`src/rtl/halfdbl_lsu_pkg.sv`:
```
package halfdbl_lsu_pkg;

  localparam logic [3:0] GRP_HALF   = 4'hB;
  localparam logic [3:0] GRP_DBL_SB = 4'hD;
  localparam logic [3:0] GRP_DBL_SH = 4'hF;

  localparam int MB_PRE = 4;
  localparam int MB_UP  = 3;
  localparam int MB_IMM = 2;
  localparam int MB_WB  = 1;
  localparam int MB_LD  = 0;

  localparam logic [1:0] SZ_BYTE  = 2'd0;
  localparam logic [1:0] SZ_HALF  = 2'd1;
  localparam logic [1:0] SZ_DWORD = 2'd3;

  typedef enum logic [2:0] {
    OP_STH, OP_LDH, OP_LDD, OP_LDSB, OP_STD, OP_LDSH, OP_BAD
  } xferOp_e;

  typedef enum logic [1:0] {WB_LO, WB_HI, WB_BASE} wbSel_e;

  typedef struct packed {
    logic undef;
    logic isLoad;
    logic isDouble;
    logic doBase;
  } decFlags_t;

  typedef struct packed {
    logic   capInst;
    logic   capRsp;
    logic   wbEn;
    wbSel_e wbSel;
  } dpStrobe_t;

endpackage

```
`src/rtl/halfdbl_lsu_decode.sv`:
```
module halfdbl_lsu_decode
  import halfdbl_lsu_pkg::*;
#(
  parameter int DW  = 32,
  parameter int RIW = 4
) (
  input  logic [3:0]      grp,
  input  logic [4:0]      mode,
  input  logic [3:0]      immHi,
  input  logic [3:0]      immLo,
  input  logic [RIW-1:0]  rdIdx,
  input  logic [RIW-1:0]  rnIdx,
  input  logic [DW-1:0]   baseVal,
  input  logic [DW-1:0]   offRegVal,
  input  logic [DW-1:0]   loVal,
  input  logic [DW-1:0]   hiVal,
  output decFlags_t       flags,
  output xferOp_e         op,
  output logic [DW-1:0]   reqAddr,
  output logic [DW-1:0]   newBase,
  output logic [1:0]      reqSize,
  output logic            reqWrite,
  output logic [2*DW-1:0] reqWdata,
  output logic [RIW-1:0]  loIdx,
  output logic [RIW-1:0]  hiIdx
);
  localparam int MW = 2 * DW;

  logic preBit, upBit, immBit, wbBit, ldBit;
  logic [DW-1:0] offset;
  logic [DW-1:0] indexed;
  logic baseWb, isLoad, isDouble, collide, badGroup;

  assign preBit = mode[MB_PRE];
  assign upBit  = mode[MB_UP];
  assign immBit = mode[MB_IMM];
  assign wbBit  = mode[MB_WB];
  assign ldBit  = mode[MB_LD];

  always_comb begin
    unique case (grp)
      GRP_HALF:   op = ldBit ? OP_LDH  : OP_STH;
      GRP_DBL_SB: op = ldBit ? OP_LDSB : OP_LDD;
      GRP_DBL_SH: op = ldBit ? OP_LDSH : OP_STD;
      default:    op = OP_BAD;
    endcase
  end

  assign badGroup = (op == OP_BAD);
  assign offset   = immBit ? {{(DW-8){1'b0}}, immHi, immLo} : offRegVal;
  assign indexed  = upBit ? (baseVal + offset) : (baseVal - offset);
  assign reqAddr  = preBit ? indexed : baseVal;
  assign newBase  = indexed;
  assign baseWb   = !preBit || wbBit;

  assign isDouble = (op == OP_LDD) || (op == OP_STD);
  assign isLoad   = (op == OP_LDH) || (op == OP_LDD) || (op == OP_LDSB) || (op == OP_LDSH);
  assign reqWrite = (op == OP_STH) || (op == OP_STD);

  assign loIdx = isDouble ? {rdIdx[RIW-1:1], 1'b0} : rdIdx;
  assign hiIdx = {rdIdx[RIW-1:1], 1'b1};

  assign collide = isLoad && ((rnIdx == loIdx) || (isDouble && rnIdx == hiIdx));

  always_comb begin
    unique case (op)
      OP_LDSB:               reqSize = SZ_BYTE;
      OP_STH, OP_LDH, OP_LDSH: reqSize = SZ_HALF;
      OP_LDD, OP_STD:        reqSize = SZ_DWORD;
      default:               reqSize = SZ_BYTE;
    endcase
  end

  always_comb begin
    unique case (op)
      OP_STH:  reqWdata = {{(MW-16){1'b0}}, loVal[15:0]};
      OP_STD:  reqWdata = {hiVal, loVal};
      default: reqWdata = '0;
    endcase
  end

  assign flags.undef    = badGroup || (!preBit && wbBit);
  assign flags.isLoad   = isLoad;
  assign flags.isDouble = isDouble;
  assign flags.doBase   = baseWb && !collide;

endmodule

```
`src/rtl/halfdbl_lsu_ctrl.sv`:
```
module halfdbl_lsu_ctrl
  import halfdbl_lsu_pkg::*;
(
  input  logic      clk,
  input  logic      rstN,
  input  logic      instValid,
  input  decFlags_t flagsIn,
  input  logic      memReqReady,
  input  logic      memRspValid,
  output dpStrobe_t strobe,
  output logic      busy,
  output logic      memReqValid,
  output logic      undefInst
);
  typedef enum logic [2:0] {
    ST_IDLE, ST_REQ, ST_WAIT, ST_UNDEF, ST_WRLO, ST_WRHI, ST_WRBASE
  } state_e;

  state_e state, stateNxt;
  logic   ldQ, dblQ, baseQ;
  logic   accept;

  assign accept = instValid && (state == ST_IDLE);

  always_comb begin
    stateNxt = state;
    unique case (state)
      ST_IDLE:   if (accept) stateNxt = flagsIn.undef ? ST_UNDEF : ST_REQ;
      ST_REQ:    if (memReqReady) stateNxt = ST_WAIT;
      ST_WAIT:   if (memRspValid) begin
                   if (ldQ)        stateNxt = ST_WRLO;
                   else if (baseQ) stateNxt = ST_WRBASE;
                   else            stateNxt = ST_IDLE;
                 end
      ST_UNDEF:  stateNxt = ST_IDLE;
      ST_WRLO:   stateNxt = dblQ ? ST_WRHI : (baseQ ? ST_WRBASE : ST_IDLE);
      ST_WRHI:   stateNxt = baseQ ? ST_WRBASE : ST_IDLE;
      ST_WRBASE: stateNxt = ST_IDLE;
      default:   stateNxt = ST_IDLE;
    endcase
  end

  always_ff @(posedge clk) begin
    if (!rstN) begin
      state <= ST_IDLE;
      ldQ   <= 1'b0;
      dblQ  <= 1'b0;
      baseQ <= 1'b0;
    end else begin
      state <= stateNxt;
      if (accept) begin
        ldQ   <= flagsIn.isLoad;
        dblQ  <= flagsIn.isDouble;
        baseQ <= flagsIn.doBase;
      end
    end
  end

  assign busy        = (state != ST_IDLE);
  assign memReqValid = (state == ST_REQ);
  assign undefInst   = (state == ST_UNDEF);

  always_comb begin
    strobe.capInst = accept;
    strobe.capRsp  = (state == ST_WAIT) && memRspValid;
    strobe.wbEn    = (state == ST_WRLO) || (state == ST_WRHI) || (state == ST_WRBASE);
    unique case (state)
      ST_WRHI:   strobe.wbSel = WB_HI;
      ST_WRBASE: strobe.wbSel = WB_BASE;
      default:   strobe.wbSel = WB_LO;
    endcase
  end

endmodule

```
`src/rtl/halfdbl_lsu_dp.sv`:
```
module halfdbl_lsu_dp
  import halfdbl_lsu_pkg::*;
#(
  parameter int DW  = 32,
  parameter int RIW = 4
) (
  input  logic            clk,
  input  logic            rstN,
  input  dpStrobe_t       strobe,
  input  xferOp_e         opIn,
  input  logic [DW-1:0]   reqAddrIn,
  input  logic [DW-1:0]   newBaseIn,
  input  logic [1:0]      reqSizeIn,
  input  logic            reqWriteIn,
  input  logic [2*DW-1:0] reqWdataIn,
  input  logic [RIW-1:0]  rnIn,
  input  logic [RIW-1:0]  loIdxIn,
  input  logic [RIW-1:0]  hiIdxIn,
  input  logic [2*DW-1:0] rspData,
  output logic [DW-1:0]   memReqAddr,
  output logic [1:0]      memReqSize,
  output logic            memReqWrite,
  output logic [2*DW-1:0] memReqWdata,
  output logic [RIW-1:0]  wbAddr,
  output logic [DW-1:0]   wbData
);
  xferOp_e         opQ;
  logic [DW-1:0]   newBaseQ;
  logic [RIW-1:0]  rnQ, loQ, hiQ;
  logic [2*DW-1:0] rspQ;
  logic [DW-1:0]   loadVal;

  always_ff @(posedge clk) begin
    if (!rstN) begin
      opQ         <= OP_BAD;
      memReqAddr  <= '0;
      memReqSize  <= '0;
      memReqWrite <= 1'b0;
      memReqWdata <= '0;
      newBaseQ    <= '0;
      rnQ         <= '0;
      loQ         <= '0;
      hiQ         <= '0;
      rspQ        <= '0;
    end else begin
      if (strobe.capInst) begin
        opQ         <= opIn;
        memReqAddr  <= reqAddrIn;
        memReqSize  <= reqSizeIn;
        memReqWrite <= reqWriteIn;
        memReqWdata <= reqWdataIn;
        newBaseQ    <= newBaseIn;
        rnQ         <= rnIn;
        loQ         <= loIdxIn;
        hiQ         <= hiIdxIn;
      end
      if (strobe.capRsp) rspQ <= rspData;
    end
  end

  always_comb begin
    unique case (opQ)
      OP_LDH:  loadVal = {{(DW-16){1'b0}}, rspQ[15:0]};
      OP_LDSB: loadVal = {{(DW-8){rspQ[7]}}, rspQ[7:0]};
      OP_LDSH: loadVal = {{(DW-16){rspQ[15]}}, rspQ[15:0]};
      default: loadVal = rspQ[DW-1:0];
    endcase
  end

  always_comb begin
    unique case (strobe.wbSel)
      WB_HI: begin
        wbAddr = hiQ;
        wbData = rspQ[2*DW-1:DW];
      end
      WB_BASE: begin
        wbAddr = rnQ;
        wbData = newBaseQ;
      end
      default: begin
        wbAddr = loQ;
        wbData = loadVal;
      end
    endcase
  end

endmodule

```
`src/rtl/halfdbl_lsu.sv`:
```
module halfdbl_lsu
  import halfdbl_lsu_pkg::*;
#(
  parameter int DW  = 32,
  parameter int RIW = 4
) (
  input  logic            clk,
  input  logic            rstN,
  input  logic            instValid,
  input  logic [3:0]      instGroup,
  input  logic [4:0]      instMode,
  input  logic [3:0]      instImmHi,
  input  logic [3:0]      instImmLo,
  input  logic [RIW-1:0]  instRd,
  input  logic [RIW-1:0]  instRn,
  input  logic [RIW-1:0]  instRm,
  output logic            busy,
  output logic [RIW-1:0]  rfBaseAddr,
  input  logic [DW-1:0]   rfBaseData,
  output logic [RIW-1:0]  rfOffAddr,
  input  logic [DW-1:0]   rfOffData,
  output logic [RIW-1:0]  rfLoAddr,
  input  logic [DW-1:0]   rfLoData,
  output logic [RIW-1:0]  rfHiAddr,
  input  logic [DW-1:0]   rfHiData,
  output logic            memReqValid,
  input  logic            memReqReady,
  output logic            memReqWrite,
  output logic [1:0]      memReqSize,
  output logic [DW-1:0]   memReqAddr,
  output logic [2*DW-1:0] memReqWdata,
  input  logic            memRspValid,
  input  logic [2*DW-1:0] memRspData,
  output logic            undefInst,
  output logic            wbEn,
  output logic [RIW-1:0]  wbAddr,
  output logic [DW-1:0]   wbData
);
  decFlags_t       decFlags;
  dpStrobe_t       strobe;
  xferOp_e         decOp;
  logic [DW-1:0]   decAddr, decNewBase;
  logic [1:0]      decSize;
  logic            decWrite;
  logic [2*DW-1:0] decWdata;
  logic [RIW-1:0]  decLo, decHi;

  assign rfBaseAddr = instRn;
  assign rfOffAddr  = instRm;
  assign rfLoAddr   = decLo;
  assign rfHiAddr   = decHi;

  halfdbl_lsu_decode #(.DW(DW), .RIW(RIW)) uDecode (
    .grp(instGroup), .mode(instMode), .immHi(instImmHi), .immLo(instImmLo),
    .rdIdx(instRd), .rnIdx(instRn), .baseVal(rfBaseData), .offRegVal(rfOffData),
    .loVal(rfLoData), .hiVal(rfHiData), .flags(decFlags), .op(decOp),
    .reqAddr(decAddr), .newBase(decNewBase), .reqSize(decSize), .reqWrite(decWrite),
    .reqWdata(decWdata), .loIdx(decLo), .hiIdx(decHi)
  );

  halfdbl_lsu_ctrl uCtrl (
    .clk(clk), .rstN(rstN), .instValid(instValid), .flagsIn(decFlags),
    .memReqReady(memReqReady), .memRspValid(memRspValid), .strobe(strobe),
    .busy(busy), .memReqValid(memReqValid), .undefInst(undefInst)
  );

  halfdbl_lsu_dp #(.DW(DW), .RIW(RIW)) uDp (
    .clk(clk), .rstN(rstN), .strobe(strobe), .opIn(decOp), .reqAddrIn(decAddr),
    .newBaseIn(decNewBase), .reqSizeIn(decSize), .reqWriteIn(decWrite),
    .reqWdataIn(decWdata), .rnIn(instRn), .loIdxIn(decLo), .hiIdxIn(decHi),
    .rspData(memRspData), .memReqAddr(memReqAddr), .memReqSize(memReqSize),
    .memReqWrite(memReqWrite), .memReqWdata(memReqWdata), .wbAddr(wbAddr),
    .wbData(wbData)
  );

  assign wbEn = strobe.wbEn;

endmodule

```
`config.mk`:
```
export PLATFORM = sky130hd
export DESIGN_NAME = halfdbl_lsu
export DESIGN_NICKNAME = d
export VERILOG_FILES = /design/src/rtl/halfdbl_lsu_pkg.sv /design/src/rtl/halfdbl_lsu_decode.sv /design/src/rtl/halfdbl_lsu_ctrl.sv /design/src/rtl/halfdbl_lsu_dp.sv /design/src/rtl/halfdbl_lsu.sv
export SDC_FILE = /design/constraint.sdc
export NUM_CORES = 1
export LEC_CHECK = 0
export BUFFER_PORTS_ARGS = -buffer_cell sky130_fd_sc_hd__buf_2
export CAP_MARGIN = 25
export CORE_UTILIZATION = 35
export CTS_BUF_LIST = sky130_fd_sc_hd__clkbuf_4 sky130_fd_sc_hd__clkbuf_8 sky130_fd_sc_hd__clkbuf_16
export DETAILED_ROUTE_END_ITERATION = 10
export GPL_ROUTABILITY_DRIVEN = 0
export PLACE_DENSITY = 0.54
export SLEW_MARGIN = 0
export SYNTH_ARGS = -nofsm -noshare
export SYNTH_HDL_FRONTEND = slang
export SYNTH_HIERARCHICAL = 1
export SYNTH_SLANG_ARGS = --single-unit
```
`constraint.sdc`:
```
create_clock -name clk -period 7.7 [get_ports clk]
set_input_delay 0.385 -clock clk [delete_from_list [all_inputs] [get_ports clk]]
set_output_delay 0.385 -clock clk [all_outputs]
set_load 0.02 [all_outputs]
```
After elaboration in Yosys (flattened, before gate mapping) --
Cells that the tools add are included.
Operators by class: $add $sub $neg 2, equal/unequal tests 25, multiplexer cells 22, reduce and logical (&&, ||, !) cells 24
Operator list (count):
- $pmux 64 s2 | 1
- $mux 32 | 3
- $pmux 32 s3 | 1
- $pmux 32 s2 | 1
- $add 32x32->32 | 1
- $sub 32x32->32 | 1
- $eq 3x3->1 const B | 7
- $mux 3 | 6
- $eq 3x2->1 const B | 5
- $pmux 3 s5 | 1
- $eq 4x4->1 const B | 3
- $logic_or 1x1->1 | 10
- $eq 3x1->1 const B | 3
- $pmux 3 s3 | 1
- $eq 4x4->1 | 2
- $pmux 2 s2 | 2
- $pmux 4 s2 | 1
- $logic_and 1x1->1 | 6
- $logic_not 3->1 | 2
- $mux 1 | 4
- $ne 2x1->1 const B | 2
- $reduce_and 3->1 | 1
- $reduce_bool 3->1 | 1
- $reduce_or 3->1 | 1
- other kinds (6) | 7
Word-level totals: register bits 216, input bits 226, output and inout bits 155, logic and storage cells 87

Logic depth before layout (Yosys ltp) --
Gate-level depths: netlist of the first run.
word-level depth 10, mapped depth 22

Hierarchy --
The synthesis of the first run kept the hierarchy.
Modules (own cells, without submodules):
- halfdbl_lsu_dp | instances 1, cells each 811, area each 8747.1 µm²
- halfdbl_lsu_decode | instances 1, cells each 567, area each 3814.9 µm²
- halfdbl_lsu_ctrl | instances 1, cells each 51, area each 437.9 µm²
- halfdbl_lsu | instances 1, cells each 8, area each 60.1 µm²

Worst setup path before layout of the first run --
No wires, ideal clock.
path kind input -> register, from input instMode[2], to register uDp.memReqAddr[27], library setup time 0.116 ns, arrival 4.601 ns, data required time 7.584 ns, slack 2.983 ns, cell stages on the path 22, path buffers 3, cell sequence buf_6 -> clkbuf_1 -> buf_1 -> mux2i_1 -> ha_1 -> nand2_1 -> nor2_1 -> o21ai_0 -> nand2_1 -> o21ai_0 -> a32oi_1 -> ha_1 -> a21o_1 -> a211oi_1 -> nor3_1 -> a211oi_1 -> or3b_1 -> a21oi_1 -> xnor2_1 -> mux2_2 -> mux2i_1 -> nor2b_1
Between the ends: cells in the longest elaborated chain, start to end 4
RTL lines:
- start, declared | line halfdbl_lsu.sv:11 | input logic [4:0] instMode,
- $mux 32 (*) | line halfdbl_lsu_decode.sv:50 | assign offset = immBit ? {{(DW-8){1'b0}}, immHi, immLo} : offRegVal;
- $sub 32x32->32 or $add 32x32->32 (tied branches) | line halfdbl_lsu_decode.sv:51 | assign indexed = upBit ? (baseVal + offset) : (baseVal - offset);
- $mux 32 (*) | line halfdbl_lsu_decode.sv:51
- via decNewBase[27] | line halfdbl_lsu.sv:42 | logic [DW-1:0] decAddr, decNewBase;
- $mux 32 (*) | line halfdbl_lsu_decode.sv:52 | assign reqAddr = preBit ? indexed : baseVal;
- via decAddr[27] | line halfdbl_lsu.sv:42
- end signal, assigned | line halfdbl_lsu_dp.sv:48 | memReqAddr <= reqAddrIn;
- end, declared | line halfdbl_lsu_dp.sv:20 | output logic [DW-1:0] memReqAddr,
The timed path passes the listed nets; every way through them passes the cells marked *. A chain may end at the register's enable or synchronous reset.

Final worst setup path of the first run --
Ends and elaborated chain as after synthesis.

==> results.md, run 1 <==
- Worst Path Max Fanout: 27
- Drt pass-1 iters: 5
- Pleak: around 7 nW
- Type of the most critical hold path: primary input to flip-flop
- Async set-reset flop share out of synthesis: 0%
- Crit-path max cell delay: 0.71 ns
- Dominant cells by area after synthesis: dfxtp_1 (33%), mux2i_1 (17%), nor2b_1 (10%), ha_1 (3.9%), and3_1 (2.6%)
- Status: completed
- Core footprint: 36700 sq um
- Hold Violations, Final: 0
- Mean Syn Cell Area: 9.09 sq um
- Post-CTS sizing: 0
- 1st-iter DRT viols: 500
- #FFs+latches synth: about 220
- Setup TNS: 0 ns
- # setup viols final: 0
- Gr busiest metal: met2
- Share of layout cells above drive strength 1: 27.7%
- Die width: 195 um
- Post-Synth XOR/XNOR Area: 3.15%
- Clk buf depth: 3
- CP delay by family, top: compound AO/OA/AOI/OAI gates
- Skew-Pair Late Insertion Delay: around 0.55 ns
- Worst vdd ir: 0.000159 V
- WHS: 0.0897 ns
- Max cap viols: 0
- Gr usage total: 21.0%
- Layout Nets: 2005
- Synth Area in Simple Gates: ~22%
- WP buf/inv: 1
- Wire per inst: 18.8 um
- First-pass GRT wire length: about 63000 um
- H-tree depth: 1
- Row cnt: 70
- Pwr Density: about 220 nW/um^2
- Mapped Nets: 1705
- RSZ-0062 raised after global routing: no
- Synth unique cells: 75
- Via-to-Cell Ratio: 5.09
- Post-route core utilization: a little over two fifths
- Primary FF master, synth: dfxtp_1
- Tcrit/Tclk final: 63.4%
- Number of port buffers: about 370
- Post-synthesis mux area share: between 10% and 20%
- Seq/Total Area, Yosys: 33.1%
- Initial antenna violation count: 7
- Met1 usage in global routing: 26.1%
- Critical Path AT: between 5 and 6 ns
- Cells along the critical path: buf_2, or4b_1, a222oi_1, a21oi_2, nor2_1, a31oi_1, o21a_1, ha_1, and3_1, a41oi_1, a211oi_1, or3b_1, a21oi_1, xnor2_1, mux2_2, mux2i_1, nor2b_1
- Clock Skews: 0.0170 ns
- IO Pins: 381
- Required @ worst endpoint: between 8 and 9 ns
- Placed insts: 2175
- Slew Limit Fails: 0
- CP Launch Type: primary input
- Most common cell in the netlist: mux2i_1
- Ys Warns: 6
- Global routing met3 resource utilization: under 10%
- Slew @ Worst Pin: 0.894 ns
- Synth top cells by count: mux2i_1 (220), nor2b_1 (217), dfxtp_1 (216), nand2_1 (73), a21oi_1 (66)
- Die Area: roughly 38000 sq um
- Initial Utilization: around 36%
- Largest net degree at the start of global routing: 88
- Compound-gate portion of the synthesized area: 13.3%
- Post-route antenna net violation count: 0
- Remaining Overflow, GRT: 0
- F_max: 205 MHz
- Adder-cell area share of the yosys netlist: 4.08%
- Vias in the first global route: 11000
- EDFF count, synth: 0
- Via total after detailed routing: 11300
- Fin crit period: a little under 5 ns
- CTS tree: built
- Root buffer cell: clkbuf_16
- Drt total wl: about 42000 um
- Fill count: 3665
- Slowest cell on crit path: a222oi_1
- Setup bufs post-CTS: 0
- Cell taking the most area after synthesis: dfxtp_1
- Synth top area share: 33.1%
- Die height: 195 um
- Hpwl dp: 31000 um
- Clock transition at path regs: approximately 0.060 ns
- Slew Limit Headroom: 40.4%
- Post-cts hold buffer count: 0
- Synth Cell Area: 13100 sq um
- Largest family of logic cells by synthesized area: simple AND/OR/NAND/NOR gates
- Num CTS Buffers: 27
- Area Growth Syn to Fin: 22.3%
- Final std cells w/o fill: 2226
- Clock sink total: about 220
- Cells after synthesis: 1437
- M2 GR Usage: 36.4%
- Post-route DRC violation count: 0
- Crit end category: flip-flop
- Setup CP Type: primary input to flip-flop
layer usage:
| metal | share of wire (%) | vias up |
|---|---|---|
| met5 | 0.081 | - |
| met4 | 2.3 | 6 |
| met3 | 6.9 | 54 |
| met2 | 48 | 392 |
| met1 | 42 | 5230 |
| li1 | - | 5647 |
cells by family after synthesis:
kind of cell	Yosys count
adders and majority gates	42
AOI/OAI and AO/OA	249
other	1
xor gates and xnor gates	47
muxes	250
DFF	216
and+or+nand+nor	500
buffers and inverters	132
worst paths after layout:
kind,to,slack (ns),depth (start not counted),start
min,uDp/rspQ[5],0.09,3,memRspData[5]
min reg2reg,uDp/memReqSize[1],0.51,2,uDp/memReqSize[1]
max,uDp/memReqAddr[27],2.82,17,instMode[2]
max reg2reg,uDp/rspQ[51],5.11,5,uCtrl/state[1]
power by group:
group          internal (mW)  switching (mW)
combinational          0.407           0.513
sequential              1.21          0.0614
clock                  0.767           0.507
total                   2.38            1.08
area by class of cell:
| type | instances | area (sq um) | area share, % |
|---|---|---|---|
| Multi-Input combinational cell | 1089 | 8090 | 50.6 |
| Tap cell | 468 | 586 | 3.67 |
| Antenna cell | 5 | 12.5 | 0.0784 |
| Inverter | 20 | 75.1 | 0.470 |
| Clock inverter | 6 | 98.8 | 0.619 |
| Clock buffer | 39 | 778 | 4.87 |
| Sequential cell | 216 | 4320 | 27.1 |
| Timing Repair Buffer | 383 | 2010 | 12.6 |
flip-flops by register name, summed over array words and instances, names as in the netlist, 2 cells and up:
name / count
uDp/rspQ: 64
uDp/newBaseQ: 32
uDp/memReqSize: 2
uDp/memReqAddr: 32
uCtrl/state: 3
uDp/opQ: 3
uDp/loQ: 4
uDp/hiQ: 4
uDp/memReqWdata: 64
uDp/rnQ: 4
cell usage in the layout (no fill, tap or decap), types with 13 or more instances in the layout:
master     instances
a31oi_1           23
nor2b_1          217
and3_1            54
mux2_2            30
xnor2_1           31
nor2_1            57
a221oi_1          25
o21ai_0           39
a22oi_1           13
a21oi_1           66
nor3_1            22
nand2_1           73
and2_1            21
xor2_1            16
dfxtp_1          216
ha_1              40
mux2i_1          220
inv_1             19
clkbuf_16         27
a21o_1            18
buf_2            370
tightest hold or removal path, stage by stage:
cell	delay, ns
buf_2	0.07
mux2i_1	0.05
nor2b_1	0.09
through the flow:
stage               power (mW)  area, sq um  setup WS [ns]
floorplan                 1.94        13100           2.98
global placement          2.20        15000           2.47
detailed placement        2.21        15100           2.37
CTS                       3.51        15900           2.94
global route              3.65        16000           2.52
finish                    3.46        16000           2.82
(Power assumes the default switching activity.)
==> run 2: changes to the inputs <==
PLACE_DENSITY = 0.56   (was 0.54)
clock period = 4.3 ns   (was 7.7 ns; I/O delays follow)
==> results.md, run 2 (synthesis results as in run 1) <==
- Final instance area: 17300 sq um (was 16000 sq um)
- Hold depth: 3 (unchanged)
- Hpwl dp: 31700 um (was 31000 um)
- Drt pass-1 iters: 6 (was 5)
- Tcrit/Tclk final: between 90 and 100%
- Hold Crit Start: instRd[1] (was memRspData[5])
- First-pass GRT wire length: 66000 um (was 63200 um)
- Hold endpoint: uDp/loQ[1] (was uDp/rspQ[5])
- Remaining Overflow, GRT: 0 (unchanged)
- Die height: 195 um (unchanged)
- Clock transition at path regs: 0.06 ns (about the same)
- Core footprint: 36700 sq um (unchanged)
- Worst R2R Setup Slack: 1.98 ns (was 5.11 ns)
- CTS tree: built (unchanged)
- 1st-iter DRT viols: 486 (was 500)
- Worst Reg-to-Reg Cells: 5 (unchanged)
- F_max: 252 MHz
- Cells along the critical path: buf_2, or4_4, a222oi_1, buf_4, and2_1, a21oi_1, o21ai_0, a31oi_1, ha_1, a21o_1, a311o_1, a21oi_1, o21ai_1, o21ai_0, a31oi_1, xor2_1, mux2_2, mux2i_1, nor2b_1 (was buf_2, or4b_1, a222oi_1, a21oi_2, nor2_1, a31oi_1, o21a_1, ha_1, and3_1, a41oi_1, a211oi_1, or3b_1, a21oi_1, xnor2_1, mux2_2, mux2i_1, nor2b_1)
- Min setup slack post-route: 0.326 ns (was 2.82 ns)
- Slowest cell on crit path: or4_4 (was a222oi_1)
- Num CTS Buffers: 27 (unchanged)
- Worst vdd ir: 0.000285 V (was 0.000159 V)
- Largest net degree at the start of global routing: 92 (was 88)
- Skew-Pair Late Insertion Delay: 0.55 ns (about the same)
- Root buffer cell: clkbuf_16 (unchanged)
- Post-route antenna net violation count: 0 (unchanged)
- Area Growth Syn to Fin: 32.3% (was 22.3%)
- WHS: 0.0272 ns (was 0.0897 ns)
- Die width: 195 um (unchanged)
- Die Area: 38100 sq um (unchanged)
- Gr usage total: 21.8% (was 21.0%)
- Pleak: 7.67 nW (was 6.99 nW)
- CP Launch Type: primary input (unchanged)
- Clock sink total: 216 (unchanged)
- Max cap viols: 0 (unchanged)
- Most frequent cells in the layout: buf_2 (370), mux2i_1 (220), nor2b_1 (217), dfxtp_1 (216), buf_4 (92) (was buf_2 (370), mux2i_1 (220), nor2b_1 (217), dfxtp_1 (216), nand2_1 (73))
- Post-CTS sizing: 0 (unchanged)
- Crit-path max cell delay: 0.54 ns (was 0.71 ns)
- # setup viols final: 0 (unchanged)
- Critical Path AT: 4.41 ns (was 5.32 ns)
- Worst r2r src: uCtrl/state[1] (unchanged)
- Clk buf depth: 3 (unchanged)
- Pwr Density: 374 nW/um^2 (was 217 nW/um^2)
- IO Pins: 381 (unchanged)
- Initial antenna violation count: 4 (was 7)
- Slew Limit Headroom: 33.9% (was 40.4%)
- Type of the most critical hold path: primary input to flip-flop (unchanged)
- Slew Limit Fails: 0 (unchanged)
- RSZ-0062 raised after global routing: no (unchanged)
- Setup TNS: 0 ns (unchanged)
- Commonest non-fill, non-tap cell in the layout: buf_2 (unchanged)
- Share of layout cells above drive strength 1: 29.9% (was 27.7%)
- Post-place instance area: 15700 sq um (was 15100 sq um)
- Post-cts hold buffer count: 69 (was 0)
- Worst Path Max Fanout: 8 (was 27)
- Via-to-Cell Ratio: 5.02 (was 5.09)
- Regs by FF count: uDp/memReqWdata: 64 flops, uDp/rspQ: 64 flops (unchanged)
- Setup CP Type: primary input to flip-flop (unchanged)
- Row cnt: 70 (unchanged)
- Initial Utilization: 35.6% (unchanged)
- Post-route core utilization: 47.1% (was 43.5%)
- Slew @ Worst Pin: 0.991 ns (was 0.894 ns)
- Final std cells w/o fill: 2376 (was 2226)
- Via total after detailed routing: 11900 (was 11300)
- Tot Pwr: 6.47 mW (was 3.46 mW)
- Wire per inst: 18.1 um (was 18.8 um)
- Post-route DRC violation count: 0 (unchanged)
- Number of port buffers: 371 (unchanged)
- Status: completed (unchanged)
- Layout Nets: 2155 (was 2005)
- R2R Path End: uDp/rspQ[36] (was uDp/rspQ[51])
- Placed insts: 2257 (was 2175)
- Drt total wl: 43000 um (was 41800 um)
- Crit end category: flip-flop (unchanged)
- Hold Violations, Final: 0 (unchanged)
- Vias in the first global route: 11900 (was 11000)
- Required @ worst endpoint: 4.74 ns (was 8.14 ns)
- H-tree depth: 1 (unchanged)
- Placement Setup Slack: -0.157 ns (was 2.37 ns)
- Setup bufs post-CTS: 0 (unchanged)
- Clock Skews: 0.00967 ns (was 0.0170 ns)
- Fin crit period: 3.97 ns
[run 2: how the worst max path moves through the flow]
| stage | from | to | slack, ns | cells after the start |
|---|---|---|---|---|
| 2_1_floorplan | instMode[2] | uDp/memReqAddr[27] | 0.03 | 22 |
| 4_1_cts | instMode[2] | uDp/newBaseQ[31] | 0.41 | 21 |
| 5_1_grt | instMode[2] | uDp/newBaseQ[31] | 0.03 | 22 |
| 3_5_place_dp | instMode[2] | uDp/memReqAddr[30] | -0.16 | 19 |
| 6_report | instMode[2] | uDp/memReqAddr[30] | 0.33 | 19 |
| 3_3_place_gp | instMode[2] | uDp/memReqAddr[30] | -0.08 | 19 |
[run 2: layout make-up]
cell class	count	area, sq um
diodes	3	7.51
clock buffers	35	779
clock inverters	12	151
fillers	3593	19400
inverters	20	75.1
multi-input cells	1089	8080
flip-flops and latches	216	4320
well taps	468	586
repair buffers	533	3270
[run 2: critical path, delay by kind of cell]
| kind | cells | cell delay [ns] |
|---|---|---|
| muxes | 2 | 0.40 |
| AOI/OAI and AO/OA | 10 | 2.09 |
| and+or+nand+nor | 3 | 0.86 |
| adders and majority gates | 1 | 0.33 |
| xor gates and xnor gates | 1 | 0.17 |
| buffers and inverters | 2 | 0.34 |
[run 2: power by group]
| group | switching [mW] | leakage (nW) | internal, mW |
|---|---|---|---|
| Sequential | 0.107 | 1.76 | 2.16 |
| Combinational | 0.969 | 5.45 | 0.872 |
| Clock | 0.906 | 0.459 | 1.45 |
| Total | 1.98 | 7.67 | 4.48 |
[run 2: layer usage]
| layer | global-route usage [%] | routed length (um) | part of all wire (%) | vias to the layer above |
|---|---|---|---|---|
| met5 | 0 | 16 | 0.037 | - |
| met4 | 6.65 | 1220 | 2.8 | 2 |
| met3 | 5.03 | 2800 | 6.5 | 64 |
| met2 | 37.4 | 20500 | 48 | 389 |
| met1 | 26.9 | 18400 | 43 | 5518 |
| li1 | - | - | - | 5961 |
==> run 3: changes to the inputs <==
CORE_ASPECT_RATIO = 1.75   (was unset)
==> results.md, run 3 (synthesis results as in run 1) <==
- Worst vdd ir: 0.000327 V (was 0.000285 V)
- Gr usage total: 22.1% (was 21.8%)
- Slowest cell on crit path: or4_4 (unchanged)
- Drt total wl: 43200 um (was 43000 um)
- Placed insts: 2262 (was 2257)
- Clock transition at path regs: 0.06 ns (about the same)
- Hpwl dp: 32900 um (was 31700 um)
- Tot Pwr: 6.22 mW (was 6.47 mW)
- Largest net degree at the start of global routing: 137 (was 92)
- Area Growth Syn to Fin: 31.1% (was 32.3%)
- Required @ worst endpoint: 4.72 ns (was 4.74 ns)
- Hold Violations, Final: 0 (unchanged)
- Share of layout cells above drive strength 1: 29.5% (was 29.9%)
- Final std cells w/o fill: 2375 (was 2376)
- Vias in the first global route: 12100 (was 11900)
- Most frequent cells in the layout: buf_2 (370), mux2i_1 (220), nor2b_1 (217), dfxtp_1 (216), buf_4 (91) (was buf_2 (370), mux2i_1 (220), nor2b_1 (217), dfxtp_1 (216), buf_4 (92))
- Remaining Overflow, GRT: 0 (unchanged)
- Post-route DRC violation count: 0 (unchanged)
- Cells along the critical path: buf_2, or4_4, a222oi_1, buf_4, and2_1, a31oi_1, o21ai_0, a31oi_1, ha_1, buf_4, a21o_1, a21o_1, a221o_1, o21ai_0, o221a_2, xnor2_1, mux2_2, mux2i_1, nor2b_1 (was buf_2, or4_4, a222oi_1, buf_4, and2_1, a21oi_1, o21ai_0, a31oi_1, ha_1, a21o_1, a311o_1, a21oi_1, o21ai_1, o21ai_0, a31oi_1, xor2_1, mux2_2, mux2i_1, nor2b_1)
- Post-route antenna net violation count: 0 (unchanged)
- Clock Skews: 0.00627 ns (was 0.00967 ns)
- F_max: 252 MHz (about the same)
- H-tree depth: 1 (unchanged)
- 1st-iter DRT viols: 454 (was 486)
- Via total after detailed routing: 12000 (was 11900)
- # setup viols final: 0 (unchanged)
- Layout Nets: 2151 (was 2155)
- Critical Path AT: 4.39 ns (was 4.41 ns)
- Drt pass-1 iters: 6 (unchanged)
- IO Pins: 381 (unchanged)
- Clk buf depth: 3 (unchanged)
- Pleak: 7.59 nW (was 7.67 nW)
- Logic pwr share: 30.4% (was 28.5%)
- Number of port buffers: 371 (unchanged)
- Via-to-Cell Ratio: 5.05 (was 5.02)
- Regs by FF count: uDp/memReqWdata: 64 flops, uDp/rspQ: 64 flops (unchanged)
- CTS tree: built (unchanged)
- Row cnt: 93 (was 70)
- Max cap viols: 0 (unchanged)
- Slew Limit Headroom: 29.1% (was 33.9%)
- Setup CP Type: primary input to flip-flop (unchanged)
- Status: completed (unchanged)
- Sequential share of power: 36.6% (was 35.1%)
- Type of the most critical hold path: primary input to flip-flop (unchanged)
- Post-place instance area: 15600 sq um (was 15700 sq um)
- Placement Setup Slack: -0.140 ns (was -0.157 ns)
- Worst Path Max Fanout: 12 (was 8)
- WP buf/inv: 3 (was 2)
- Slew Limit Fails: 0 (unchanged)
- Min setup slack post-route: 0.332 ns (was 0.326 ns)
- Core footprint: 36800 sq um (was 36700 sq um)
- Num CTS Buffers: 23 (was 27)
- Root buffer cell: clkbuf_16 (unchanged)
- Tcrit/Tclk final: 92.3% (was 92.4%)
- Wire per inst: 18.2 um (was 18.1 um)
- Switching power: 1.97 mW (was 1.98 mW)
- Die Area: 38100 sq um (about the same)
- Skew-Pair Late Insertion Delay: 0.54 ns (was 0.55 ns)
- Initial Utilization: 35.5% (was 35.6%)
- Die width: 148 um (was 195 um)
- RSZ-0062 raised after global routing: no (unchanged)
- CP Launch Type: primary input (unchanged)
- Fin crit period: 3.97 ns (about the same)
- Initial antenna violation count: 2 (was 4)
- CP delay by family, top: compound AO/OA/AOI/OAI gates (unchanged)
- First-pass GRT wire length: 66000 um (about the same)
- Die height: 258 um (was 195 um)
- Switch share: 31.7% (was 30.7%)
- Final instance area: 17100 sq um (was 17300 sq um)
- Crit end category: flip-flop (unchanged)
- Clock sink total: 216 (unchanged)
- Crit-path max cell delay: 0.56 ns (was 0.54 ns)
- P_int: 4.25 mW (was 4.48 mW)
- Clock Power Share: 33.0% (was 36.4%)
- Pwr Density: 363 nW/um^2 (was 374 nW/um^2)
- Slew @ Worst Pin: 1.06 ns (was 0.991 ns)
- Commonest non-fill, non-tap cell in the layout: buf_2 (unchanged)
## run 3: area by class of cell
type | count | area [sq um]
diodes | 2 | 5.00
clock buffers | 36 | 704
clock inverters | 4 | 63.8
fillers | 3684 | 19600
inverters | 20 | 75.1
multi-input cells | 1089 | 8090
flip-flops and latches | 216 | 4320
well taps | 475 | 594
repair buffers | 533 | 3270
## run 3: metrics by stage
stage / hold WS [ns] / utilization [%] / TNS [ns]
2_1_floorplan: 0.343 / - / 0
3_3_place_gp: 0.430 / 42.5 / -0.536
3_5_place_dp: 0.430 / 42.5 / -0.688
4_1_cts: 0.000913 / 46.5 / 0
5_1_grt: 0.0359 / 46.6 / 0
6_report: 0.0277 / 46.6 / 0
## run 3: worst register-to-register path, delay by kind of cell, from the launching register on
family	cells	cell delay [ns]
mux	1	0.23
flops	1	0.62
simple gates	3	1.09
buf+inv	1	0.40
## run 3: repair_timing
| action | 4_1_cts | 5_1_grt |
|---|---|---|
| endpoints found under the setup margin | 0 | 1 |
| gates resized for setup | 0 | 1 |
| endpoints found under the hold margin | 72 | 0 |
| hold buffers | 71 | 0 |
| buffers inserted | 0 | 0 |
## run 3: final timing paths
| path | cells after the start | from | slack, ns | end |
|---|---|---|---|---|
| hold reg to reg | 2 | uDp/memReqWdata[56] | 0.51 | uDp/memReqWdata[56] |
| setup reg to reg | 5 | uCtrl/state[1] | 1.85 | uDp/rspQ[10] |
| hold / removal | 4 | memReqReady | 0.03 | uCtrl/state[0] |
| setup / recovery | 19 | instMode[2] | 0.33 | uDp/memReqAddr[29] |
## run 3: power groups by stage
stage	logic (mW)	registers, mW	clock network, mW
5_1_grt	2.06	2.30	2.21
4_1_cts	1.91	2.28	2.14
6_report	1.89	2.28	2.05
2_1_floorplan	1.15	2.34	0
3_3_place_gp	1.84	2.32	0
3_5_place_dp	1.86	2.33	0
## run 3: per-layer routing
metal / GRT usage (%) / vias up / wire [um]
li1: - / 5946 / -
met1: 22.3 / 5590 / 15700
met2: 42.9 / 366 / 23400
met3: 4.05 / 93 / 2150
met4: 10.3 / 0 / 1920
met5: 0 / - / 0
